--- src/rtl/txr_pkg.sv ---
package txr_pkg;
  typedef enum logic [1:0] {
    ST_IDLE  = 2'd0,
    ST_START = 2'd1,
    ST_SEND  = 2'd2,
    ST_WAIT  = 2'd3
  } txr_state_e;

  localparam logic [15:0] LFSR_SEED = 16'hACE1;
endpackage

--- src/rtl/txr_fifo.sv ---
module txr_fifo #(
  parameter int DEPTH = 64,
  parameter int DW    = 8
) (
  input  logic          clk,
  input  logic          rst_n,
  input  logic          push,
  input  logic [DW-1:0] wdata,
  input  logic          pop,
  output logic [DW-1:0] rdata,
  input  logic          flush,
  input  logic          rewind,
  input  logic          follow,
  output logic          space,
  output logic          avail
);
  localparam int AW = $clog2(DEPTH);
  localparam int PW = AW + 1;

  logic [DW-1:0] mem_q [DEPTH];
  logic [PW-1:0] wr_p, rd_p, base_p;
  logic [PW-1:0] held;

  // bytes that cannot be overwritten: everything since the frame base
  assign held  = wr_p - base_p;
  assign space = held < PW'(DEPTH);
  assign avail = wr_p != rd_p;
  assign rdata = mem_q[rd_p[AW-1:0]];

  always_ff @(posedge clk or negedge rst_n) begin
    if (!rst_n) begin
      wr_p   <= '0;
      rd_p   <= '0;
      base_p <= '0;
    end else if (flush) begin
      wr_p   <= '0;
      rd_p   <= '0;
      base_p <= '0;
    end else begin
      if (push) wr_p <= wr_p + PW'(1);
      if (rewind) begin
        rd_p <= base_p;
      end else if (pop) begin
        rd_p <= rd_p + PW'(1);
        if (follow) base_p <= rd_p + PW'(1);
      end
    end
  end

  always_ff @(posedge clk) begin
    if (push && !flush) mem_q[wr_p[AW-1:0]] <= wdata;
  end
endmodule

--- src/rtl/txr_backoff.sv ---
module txr_backoff #(
  parameter int SLOT_BITS = 512,
  parameter int MAX_EXP   = 10,
  parameter int ATTW      = 5,
  parameter int BCW       = 8
) (
  input  logic            clk,
  input  logic            rst_n,
  input  logic            load,
  input  logic [ATTW-1:0] col_num,
  input  logic [BCW-1:0]  bit_cycles,
  output logic            expired
);
  import txr_pkg::*;
  localparam int SBW = (SLOT_BITS > 1) ? $clog2(SLOT_BITS) : 1;

  logic [15:0]        lfsr_q;
  logic               fb;
  logic [MAX_EXP-1:0] mask;
  logic [MAX_EXP-1:0] slots_q;
  logic [BCW-1:0]     cyc_q;
  logic [SBW-1:0]     bit_q;
  logic               bit_tick, slot_tick;

  // window is 2^min(n,MAX_EXP)-1: bit g is open when g < n
  for (genvar g = 0; g < MAX_EXP; g++) begin : g_mask
    assign mask[g] = col_num > ATTW'(g);
  end

  assign fb        = lfsr_q[15] ^ lfsr_q[13] ^ lfsr_q[12] ^ lfsr_q[10];
  assign bit_tick  = ({1'b0, cyc_q} + (BCW+1)'(1)) >= {1'b0, bit_cycles};
  assign slot_tick = bit_tick && (bit_q == SBW'(SLOT_BITS - 1));
  assign expired   = slots_q == '0;

  always_ff @(posedge clk or negedge rst_n) begin
    if (!rst_n) lfsr_q <= LFSR_SEED;
    else        lfsr_q <= {lfsr_q[14:0], fb};
  end

  always_ff @(posedge clk or negedge rst_n) begin
    if (!rst_n) begin
      slots_q <= '0;
      cyc_q   <= '0;
      bit_q   <= '0;
    end else if (load) begin
      slots_q <= lfsr_q[MAX_EXP-1:0] & mask;
      cyc_q   <= '0;
      bit_q   <= '0;
    end else if (!expired) begin
      if (bit_tick) begin
        cyc_q <= '0;
        if (slot_tick) begin
          bit_q   <= '0;
          slots_q <= slots_q - MAX_EXP'(1);
        end else begin
          bit_q <= bit_q + SBW'(1);
        end
      end else begin
        cyc_q <= cyc_q + BCW'(1);
      end
    end
  end
endmodule

--- src/rtl/txr_status.sv ---
module txr_status #(
  parameter int ATTW = 5
) (
  input  logic            clk,
  input  logic            rst_n,
  input  logic            fin_ok,
  input  logic            fin_abort,
  input  logic [ATTW-1:0] fin_attempts,
  input  logic            rx_end,
  input  logic            stat_rd,
  output logic [ATTW-1:0] stat_attempts,
  output logic            stat_ok,
  output logic            stat_abort,
  output logic            tx_irq,
  output logic            rx_irq
);
  always_ff @(posedge clk or negedge rst_n) begin
    if (!rst_n) begin
      stat_attempts <= '0;
      stat_ok       <= 1'b0;
      stat_abort    <= 1'b0;
      tx_irq        <= 1'b0;
    end else if (fin_ok || fin_abort) begin
      stat_attempts <= fin_attempts;
      stat_ok       <= fin_ok;
      stat_abort    <= fin_abort;
      tx_irq        <= 1'b1;
    end else if (stat_rd) begin
      tx_irq <= 1'b0;
    end
  end

  always_ff @(posedge clk or negedge rst_n) begin
    if (!rst_n)       rx_irq <= 1'b0;
    else if (rx_end)  rx_irq <= 1'b1;
    else if (stat_rd) rx_irq <= 1'b0;
  end
endmodule

--- src/rtl/eth_tx_retry.sv ---
module eth_tx_retry
  import txr_pkg::*;
#(
  parameter int DEPTH     = 64,
  parameter int LENW      = 11,
  parameter int MAX_ATT   = 16,
  parameter int MAX_EXP   = 10,
  parameter int SLOT_BITS = 512,
  parameter int BCW       = 8,
  localparam int ATTW     = $clog2(MAX_ATT + 1)
) (
  input  logic            clk,
  input  logic            rst_n,
  input  logic            tx_go,
  input  logic [LENW-1:0] tx_len,
  input  logic [BCW-1:0]  cfg_bit_cycles,
  output logic            fetch_req,
  input  logic            mem_valid,
  input  logic [7:0]      mem_data,
  output logic            mem_ready,
  output logic            mac_start,
  output logic            mac_valid,
  output logic [7:0]      mac_data,
  output logic            mac_last,
  input  logic            mac_ready,
  input  logic            mac_col,
  input  logic            mac_done,
  input  logic            rx_wr_valid,
  input  logic            rx_wr_last,
  input  logic            stat_rd,
  output logic            tx_busy,
  output logic [ATTW-1:0] stat_attempts,
  output logic            stat_ok,
  output logic            stat_abort,
  output logic            tx_irq,
  output logic            rx_irq
);
  txr_state_e      state_q;
  logic [ATTW-1:0] att_q;
  logic [LENW-1:0] len_q, fetched_q, sent_q;
  logic            retain_q, freq_q;

  logic       f_space, f_avail, f_flush, f_rewind;
  logic [7:0] f_rdata;
  logic       go_ok, push, pop;
  logic       col_ev, done_ev, abort_ev, retry_ev, bo_expired;

  assign go_ok     = (state_q == ST_IDLE) && tx_go && (tx_len != '0);
  assign mem_ready = (state_q != ST_IDLE) && !freq_q && f_space && (fetched_q < len_q);
  assign push      = mem_valid && mem_ready;
  assign mac_valid = (state_q == ST_SEND) && f_avail && (sent_q < len_q);
  assign pop       = mac_valid && mac_ready;
  assign mac_data  = f_rdata;
  assign mac_last  = mac_valid && (sent_q == len_q - LENW'(1));
  assign mac_start = state_q == ST_START;
  assign fetch_req = freq_q;
  assign tx_busy   = state_q != ST_IDLE;

  assign col_ev   = (state_q == ST_SEND) && mac_col;
  assign done_ev  = (state_q == ST_SEND) && mac_done && !mac_col;
  assign abort_ev = col_ev && (att_q == ATTW'(MAX_ATT));
  assign retry_ev = col_ev && !abort_ev;
  assign f_flush  = go_ok || done_ev || abort_ev || (retry_ev && !retain_q);
  assign f_rewind = retry_ev && retain_q;

  txr_fifo #(.DEPTH(DEPTH), .DW(8)) u_fifo (
    .clk    (clk),
    .rst_n  (rst_n),
    .push   (push),
    .wdata  (mem_data),
    .pop    (pop),
    .rdata  (f_rdata),
    .flush  (f_flush),
    .rewind (f_rewind),
    .follow (!retain_q),
    .space  (f_space),
    .avail  (f_avail)
  );

  txr_backoff #(
    .SLOT_BITS (SLOT_BITS),
    .MAX_EXP   (MAX_EXP),
    .ATTW      (ATTW),
    .BCW       (BCW)
  ) u_backoff (
    .clk        (clk),
    .rst_n      (rst_n),
    .load       (retry_ev),
    .col_num    (att_q),
    .bit_cycles (cfg_bit_cycles),
    .expired    (bo_expired)
  );

  txr_status #(.ATTW(ATTW)) u_status (
    .clk           (clk),
    .rst_n         (rst_n),
    .fin_ok        (done_ev),
    .fin_abort     (abort_ev),
    .fin_attempts  (att_q),
    .rx_end        (rx_wr_valid && rx_wr_last),
    .stat_rd       (stat_rd),
    .stat_attempts (stat_attempts),
    .stat_ok       (stat_ok),
    .stat_abort    (stat_abort),
    .tx_irq        (tx_irq),
    .rx_irq        (rx_irq)
  );

  always_ff @(posedge clk or negedge rst_n) begin
    if (!rst_n) begin
      state_q   <= ST_IDLE;
      att_q     <= '0;
      len_q     <= '0;
      fetched_q <= '0;
      sent_q    <= '0;
      retain_q  <= 1'b1;
      freq_q    <= 1'b0;
    end else begin
      freq_q <= go_ok || (retry_ev && !retain_q);

      if (go_ok || (retry_ev && !retain_q)) fetched_q <= '0;
      else if (push)                        fetched_q <= fetched_q + LENW'(1);

      if (go_ok || retry_ev) sent_q <= '0;
      else if (pop)          sent_q <= sent_q + LENW'(1);

      unique case (state_q)
        ST_IDLE: begin
          if (go_ok) begin
            len_q    <= tx_len;
            retain_q <= tx_len <= LENW'(DEPTH);
            att_q    <= '0;
            state_q  <= ST_START;
          end
        end
        ST_START: begin
          att_q   <= att_q + ATTW'(1);
          state_q <= ST_SEND;
        end
        ST_SEND: begin
          if (done_ev || abort_ev) state_q <= ST_IDLE;
          else if (retry_ev)       state_q <= ST_WAIT;
        end
        ST_WAIT: begin
          if (bo_expired) state_q <= ST_START;
        end
        default: state_q <= ST_IDLE;
      endcase
    end
  end
endmodule

--- config.mk ---
export PLATFORM = sky130hd
export DESIGN_NAME = eth_tx_retry
export DESIGN_NICKNAME = d
export VERILOG_FILES = /design/src/rtl/txr_pkg.sv /design/src/rtl/txr_fifo.sv /design/src/rtl/txr_backoff.sv /design/src/rtl/txr_status.sv /design/src/rtl/eth_tx_retry.sv
export SDC_FILE = /design/constraint.sdc
export NUM_CORES = 1
export LEC_CHECK = 0
export BUFFER_PORTS_ARGS = -buffer_cell sky130_fd_sc_hd__buf_4
export CAP_MARGIN = 20
export CELL_PAD_IN_SITES_DETAIL_PLACEMENT = 1
export CELL_PAD_IN_SITES_GLOBAL_PLACEMENT = 1
export CORE_ASPECT_RATIO = 1.1
export CORE_MARGIN = 2
export CORE_UTILIZATION = 41
export DETAILED_ROUTE_END_ITERATION = 10
export GPL_TIMING_DRIVEN = 0
export PLACE_DENSITY = 0.71
export SYNTH_ARGS = -nofsm -noshare
export SYNTH_HDL_FRONTEND = slang
export SYNTH_SLANG_ARGS = --single-unit
--- constraint.sdc ---
create_clock -name clk -period 4.3 [get_ports clk]
set_input_delay 0.86 -clock clk [delete_from_list [all_inputs] [get_ports clk]]
set_output_delay 0.86 -clock clk [all_outputs]
set_load 0.01 [all_outputs]
==> impl_metrics.env, run 1 <==
export IMPL_worst_r2r_cell_count=12
export IMPL_status="finished clean"
export IMPL_layout_commonest_cell="edfxtp_1"
export IMPL_critical_path_class="reg -> out"
export IMPL_fraction_of_final_layout_cells_sized_beyond_drive_strength_1_pct=24.0
export IMPL_cts_sink_count=627
export IMPL_postSynthRegisterBits=627
export IMPL_synth_cells=1654
export IMPL_clk_latency_ns=0.63
export IMPL_io_pin_count=60
export IMPL_worst_endpoint_required_ns=3.44
export IMPL_fin_crit_sh_pct=99.2
export IMPL_cts_tree="done"
export IMPL_crit_reg2reg_capture="u_fifo.mem_q[38][6]$_DFFE_PP_"
export IMPL_synthesized_netlist_net_count=1742
export IMPL_yosysUniqueCellTypes=67
export IMPL_n_antenna_cell=0
export IMPL_irDropWorstVdd_v=0.000573
export IMPL_fp_coreArea_um2=64900
export IMPL_mappedNetlistArea_um2=26800
export IMPL_synth_area_per_cell_um2=16.2
export IMPL_setup_tns_ns=0
export IMPL_setup_violations_final=0
export IMPL_drv_cap=0
export IMPL_clockRootBuffer="clkbuf_16"
export IMPL_slew_viol_final=0
export IMPL_final_cell_mix="512 x edfxtp_1, 145 x mux4_2, 105 x nor2_1"
export IMPL_placementRows=98
export IMPL_rsz0062_at_grt="false"
export IMPL_final_weighted_congestion_in_routability_driven_placement=0.834
export IMPL_globalRouteTotalUtil_pct=21.6
export IMPL_power_static_leakage_nw=10.4
export IMPL_timing_critical_path_from_type="flip-flop"
export IMPL_final_fill_count=6216
export IMPL_ys_warn_count=0
export IMPL_antenna_violating_nets_post_route=0
export IMPL_regToRegSetupSlack_ns=0.27
export IMPL_final_net_count=1880
export IMPL_grt_pass1_wl_um=107000
export IMPL_vias=15500
export IMPL_number_of_buffers_inserted_for_hold_repair_after_clock_tree_synthesis=0
export IMPL_htreeDepth=3
export IMPL_syn_to_final_growth_pct=15.3
export IMPL_buffer_ports_inserted=59
export IMPL_grt_max_degree=81
export IMPL_iteration_count_of_the_initial_detailed_routing_pass=5
export IMPL_crit_path_max_fanout=10
export IMPL_residual_overflow_from_global_routing=0
export IMPL_timing_worst_slew_pin_value_ns=0.952
export IMPL_synth_top_flop_cell="edfxtp_1"
export IMPL_dieHeight_um=272
export IMPL_relSlewSlack_pct=36.3
export IMPL_routed_wl_um=71400
export IMPL_regArea_um2=18300
export IMPL_min_path_type="in -> async"
export IMPL_count_of_flip_flops_with_a_built_in_enable_after_synthesis=512
export IMPL_finalPower_mw=18.8
export IMPL_final_hold_violation_count=0
export IMPL_drt_first_iter_violations=1387
export IMPL_worstReg2RegStart="att_q[1]$_DFFE_PN0P_"
export IMPL_cts_root_to_sink_buffers=3
export IMPL_highest_clock_frequency_the_design_can_meet_mhz=235
export IMPL_clkTransAtPathRegs_ns=0.06
export IMPL_route_detailed_vias_per_inst=5.78
export IMPL_clock_buffer_count_from_cts=69
export IMPL_fin_crit_ns=4.26
export IMPL_detail_route_drc_violations=0
export IMPL_first_global_vias=16500
export IMPL_final_setup_skew_ns=0.0255
export IMPL_die_area_um2=67400
export IMPL_multi_input_area_um2=8160
export IMPL_worst_setup_path_end_kind="output pin"
export IMPL_synth_async_sr_flop_share_pct=18.3
export IMPL_grt_antenna_before_repair=2
export IMPL_share_of_the_yosys_chip_area_belonging_to_registers_pct=68.2
export IMPL_cp_data_arrival_time_ns=3.40
export IMPL_start_util_pct=41.3
export IMPL_powerDensity_nw_per_um2=608
export IMPL_route_detailed_wl_per_inst_um=26.5
export IMPL_hpwl_um=46800
export IMPL_die_x_um=248
[Yosys cell counts, types with 5 or more instances]
cell type | number | area, µm²
nor3_1 | 28 | 140
mux2i_1 | 17 | 170
nor4_1 | 16 | 100
a31oi_1 | 10 | 62.6
clkbuf_1 | 49 | 184
mux2_2 | 7 | 78.8
buf_1 | 12 | 45.0
xnor2_1 | 40 | 350
or3_1 | 5 | 31.3
o22ai_1 | 5 | 31.3
edfxtp_1 | 512 | 15400
a211oi_1 | 19 | 143
a21oi_1 | 43 | 215
inv_1 | 42 | 158
nor2_1 | 135 | 507
nand2b_1 | 18 | 113
o22a_1 | 5 | 43.8
buf_2 | 23 | 115
dfrtp_1 | 106 | 2650
a21o_1 | 7 | 52.6
nand4_1 | 13 | 81.3
o211ai_1 | 6 | 45.0
mux4_2 | 145 | 3270
nor2_2 | 8 | 50.1
nand2_1 | 100 | 375
ha_1 | 51 | 638
xor2_1 | 17 | 149
a22oi_1 | 5 | 37.5
nand3_1 | 32 | 160
o31ai_1 | 6 | 45.0
a2111oi_0 | 8 | 70.1
a31o_2 | 6 | 52.6
o21ai_0 | 62 | 310
and3_1 | 10 | 62.6
nor2b_1 | 15 | 93.8
dfstp_2 | 9 | 236
[stage by stage]
stage | hold WS [ns] | std cells | setup slack [ns] | util [%] | area [µm²]
final | 0.148 | 2689 | 0.0359 | 47.6 | 30900
after global routing | 0.152 | 2689 | 0.000256 | 47.6 | 30900
after CTS | 0.133 | 2690 | -0.00487 | 47.4 | 30800
after detailed placement | 0.339 | 2564 | -0.872 | 43.7 | 28300
after global placement | 0.343 | 2563 | -0.870 | 43.6 | 28300
after floorplan | 0.333 | 1654 | 1.01 | - | 26800
[timing repair]
action                     CTS  global route
setup endpoints to repair  416            88
setup buffers                9             0
pin swaps                    6             1
resized for setup          121            38
[power by group]
group	switching [mW]	total (mW)	internal, mW	leakage, nW
Sequential	0.280	7.15	6.87	6.11
Combinational	3.51	6.07	2.55	3.30
Clock	2.39	5.56	3.16	1.01
[how the worst max path moves through the flow]
stage,start,to,slack (ns),cells past startpoint
after global placement,u_fifo.rd_p[2]$_DFFE_PN0P_,mac_data[5],-0.87,8
final,u_fifo.rd_p[2]$_DFFE_PN0P_,mac_data[0],0.04,7
after CTS,att_q[1]$_DFFE_PN0P_,u_fifo.mem_q[15][0]$_DFFE_PP_,-0.005,11
after floorplan,u_fifo.rd_p[0]$_DFFE_PN0P_,mac_data[4],1.01,6
after detailed placement,tx_len[1],u_fifo.mem_q[60][1]$_DFFE_PP_,-0.87,8
after global routing,len_q[9]$_DFFE_PN0P_,mac_last,0.0003,9
[cell type report]
| class | count | area share, % |
|---|---|---|
| Inverter | 43 | 0.523 |
| Timing Repair Buffer | 69 | 1.79 |
| Sequential cell | 627 | 59.1 |
| Clock buffer | 92 | 6.03 |
| Tap cell | 850 | 3.44 |
| Clock inverter | 26 | 0.672 |
| Multi-Input combinational cell | 896 | 26.4 |
| Buffer | 86 | 1.97 |
[sequential cells by signal (all words and copies together) (netlist names), 2 cells and up]
signal,flops
u_fifo.mem_q,512
u_backoff.lfsr_q,16
fetched_q,11
len_q,11
sent_q,11
u_backoff.slots_q,10
u_backoff.bit_q,9
u_backoff.cyc_q,8
u_fifo.base_p,7
u_fifo.rd_p,7
u_fifo.wr_p,7
att_q,5
u_status.stat_attempts,5
state_q,2
[routing by layer]
metal,GRT usage (%),vias to the layer above,wire length [µm]
met2,36.1,482,35600
met1,28.1,8176,28900
met4,7.86,2,2490
met5,0,-,7
met3,4.27,150,4420
li1,-,6734,-
[worst max-delay path: stages, from the launching register on]
cell and delay [ns]:
dfrtp_1 0.59, buf_2 0.40, clkbuf_4 0.39, buf_2 0.40, mux4_2 0.45, a22oi_1 0.19
nand2_1 0.16, buf_4 0.18
[cell families (layout without fill, tap and decap cells)]
family,count (synthesis),after routing,synth area share [%]
adder cells (fa/ha/maj),51,51,2.38
XOR/XNOR,57,57,1.86
buffers and inverters,131,316,2.01
multiplexers,169,169,13.1
AO/OA/AOI/OAI,213,213,5.28
AND/OR/NAND/NOR,406,406,7.16
flip-flops,627,627,68.2
Power figures use the tool's default switching activity.
==> run 2, diff against run 1 <==
--- a/config.mk
+++ b/config.mk
@@ -7,14 +7,12 @@
 export LEC_CHECK = 0
 export BUFFER_PORTS_ARGS = -buffer_cell sky130_fd_sc_hd__buf_4
 export CAP_MARGIN = 20
-export CELL_PAD_IN_SITES_DETAIL_PLACEMENT = 1
-export CELL_PAD_IN_SITES_GLOBAL_PLACEMENT = 1
 export CORE_ASPECT_RATIO = 1.1
 export CORE_MARGIN = 2
 export CORE_UTILIZATION = 41
 export DETAILED_ROUTE_END_ITERATION = 10
 export GPL_TIMING_DRIVEN = 0
-export PLACE_DENSITY = 0.71
+export PLACE_DENSITY = 0.64
 export SYNTH_ARGS = -nofsm -noshare
 export SYNTH_HDL_FRONTEND = slang
 export SYNTH_SLANG_ARGS = --single-unit
==> impl_metrics.env, run 2 (synthesis gave the netlist of run 1 again) <==
export IMPL_drv_cap=0
export IMPL_final_net_count=1882
export IMPL_worst_r2r_cell_count=10
export IMPL_setup_violations_final=1
export IMPL_sequentialPowerShare_pct=38.5
export IMPL_hpwl_um=42900
export IMPL_power_static_leakage_nw=10.4
export IMPL_cp_data_arrival_time_ns=3.46
export IMPL_violations="setup timing"
export IMPL_max_ffs_per_register=512
export IMPL_placementRows=98
export IMPL_die_area_um2=67400
export IMPL_crit_start="u_fifo.rd_p[2]$_DFFE_PN0P_"
export IMPL_detail_route_drc_violations=0
export IMPL_worst_endpoint_required_ns=3.44
export IMPL_power_share_clock_pct=29.5
export IMPL_fraction_of_final_layout_cells_sized_beyond_drive_strength_1_pct=24.5
export IMPL_die_x_um=248
export IMPL_crit_path_cell_trace="buf_2 > buf_2 > clkbuf_2 > mux4_2 > a22oi_1 > nand2_1 > buf_4"
export IMPL_fin_crit_ns=4.32
export IMPL_min_path_type="in -> async"
export IMPL_globalRouteTotalUtil_pct=19.8
export IMPL_first_global_vias=15500
export IMPL_timing_worst_slew_pin_value_ns=0.906
export IMPL_final_weighted_congestion_in_routability_driven_placement=0.854
export IMPL_grt_max_degree=67
export IMPL_rsz0062_at_grt="true"
export IMPL_finalCoreUtilization_pct=47.6
export IMPL_irDropWorstVdd_v=0.000609
export IMPL_iteration_count_of_the_initial_detailed_routing_pass=4
export IMPL_route_detailed_wl_per_inst_um=24.5
export IMPL_worstReg2RegStart="att_q[1]$_DFFE_PN0P_"
export IMPL_grt_pass1_wl_um=98500
export IMPL_final_cell_mix="512 x edfxtp_1, 145 x mux4_2, 105 x dfrtp_1"
export IMPL_clockRootBuffer="clkbuf_16"
export IMPL_clk_latency_ns=0.61
export IMPL_crit_reg2reg_capture="u_fifo.mem_q[31][0]$_DFFE_PP_"
export IMPL_n_antenna_cell=0
export IMPL_residual_overflow_from_global_routing=0
export IMPL_critical_path_class="reg -> out"
export IMPL_final_setup_skew_ns=0.0175
export IMPL_worst_setup_path_end_kind="output pin"
export IMPL_grt_use_met1_pct=26.9
export IMPL_fp_coreArea_um2=64900
export IMPL_buffer_ports_inserted=59
export IMPL_route_detailed_vias_per_inst=5.75
export IMPL_post_place_ws_ns=-0.682
export IMPL_powerDensity_nw_per_um2=601
export IMPL_syn_to_final_growth_pct=15.2
export IMPL_worst_path_dominant_cell_family="buffers and inverters"
export IMPL_fin_crit_sh_pct=100
export IMPL_path_buf_inv=4
export IMPL_number_of_buffers_inserted_for_hold_repair_after_clock_tree_synthesis=0
export IMPL_drt_first_iter_violations=1426
export IMPL_cp_slowest_stage_delay_ns=0.53
export IMPL_io_pin_count=60
export IMPL_highest_clock_frequency_the_design_can_meet_mhz=232
export IMPL_antenna_violating_nets_post_route=0
export IMPL_status="finished, violations left"
export IMPL_cts_sink_count=627
export IMPL_grt_use_met2_pct=32.7
export IMPL_routed_wl_um=66000
export IMPL_cts_tree="done"
export IMPL_critical_path_depth=7
export IMPL_layout_commonest_cell="edfxtp_1"
export IMPL_gr_usage_met3_pct=3.56
export IMPL_relSlewSlack_pct=39.4
export IMPL_slew_viol_final=0
export IMPL_critical_path_slowest_cell="dfrtp_1"
export IMPL_switching_share_pct=32.6
export IMPL_vias=15500
export IMPL_cts_root_to_sink_buffers=3
export IMPL_dieHeight_um=272
export IMPL_power_switching_mw=6.05
export IMPL_htreeDepth=3
export IMPL_p_int_mw=12.5
export IMPL_crit_path_max_fanout=10
export IMPL_setup_ws_ns=-0.0183
export IMPL_global_route_peak_usage_layer="met2"
export IMPL_clock_buffer_count_from_cts=68
export IMPL_start_util_pct=41.3
export IMPL_p_comb_share_pct=32.0
export IMPL_grt_antenna_before_repair=0
export IMPL_final_hold_violation_count=0
export IMPL_timing_critical_path_from_type="flip-flop"
export IMPL_critPathMostFrequentCell="buf_2"
export IMPL_clkTransAtPathRegs_ns=0.07
export IMPL_regToRegSetupSlack_ns=0.12
run 2: cell count changes in the layout (fill, tap and decap cells not counted), sizes merged:
cell,before,now
clkdlybuf4s15,1,0
clkinvlp,0,1
clkbuf,135,139
bufinv,2,1
clkinv,23,27
run 2: final cells by class:
cell class	instances	area [µm²]
buffer	86	584
clock buffer	92	1850
clock inverter	30	206
fill	5396	34000
inverter	43	161
multi-input combinational	896	8150
sequential	627	18300
tap	850	1060
timing repair buffer	72	579
run 2: worst max path at each step:
stage	to	slack (ns)
after floorplan	mac_data[4]	1.01
after global placement	mac_data[5]	-0.72
after detailed placement	mac_data[5]	-0.68
after CTS	u_fifo.mem_q[55][6]$_DFFE_PP_	-0.1
after global routing	u_fifo.mem_q[47][3]$_DFFE_PP_	-0.1
final	mac_data[0]	-0.02
run 2: power groups by stage:
stage	combinational [mW]	clock, mW	sequential (mW)
after global routing	6.30	5.81	7.17
final	5.93	5.47	7.14
after floorplan	3.59	0	7.18
after CTS	5.83	5.58	7.13
after detailed placement	5.63	0	7.24
after global placement	5.50	0	7.23
run 2: through the flow:
stage	hold WS [ns]	total power, mW	cells	area, µm²	setup TNS (ns)
after detailed placement	0.340	12.9	2566	28400	-197.02
after CTS	0.195	18.5	2697	30800	-1.80
after global placement	0.335	12.7	2563	28300	-174.70
final	0.200	18.5	2696	30900	-0.0183
after global routing	0.215	19.3	2696	30900	-1.45
after floorplan	0.333	10.8	1654	26800	0
run 2: what timing repair did:
action,in CTS,in global routing
setup endpoints to repair,432,63
resized for setup,118,25
pin swaps,5,1
buffers inserted,10,0
run 2: metal layers:
layer	routed length (µm)	part of all wire, %
met1	27200	41
met2	32300	49
met3	4660	7.1
met4	1810	2.7
met5	0	0
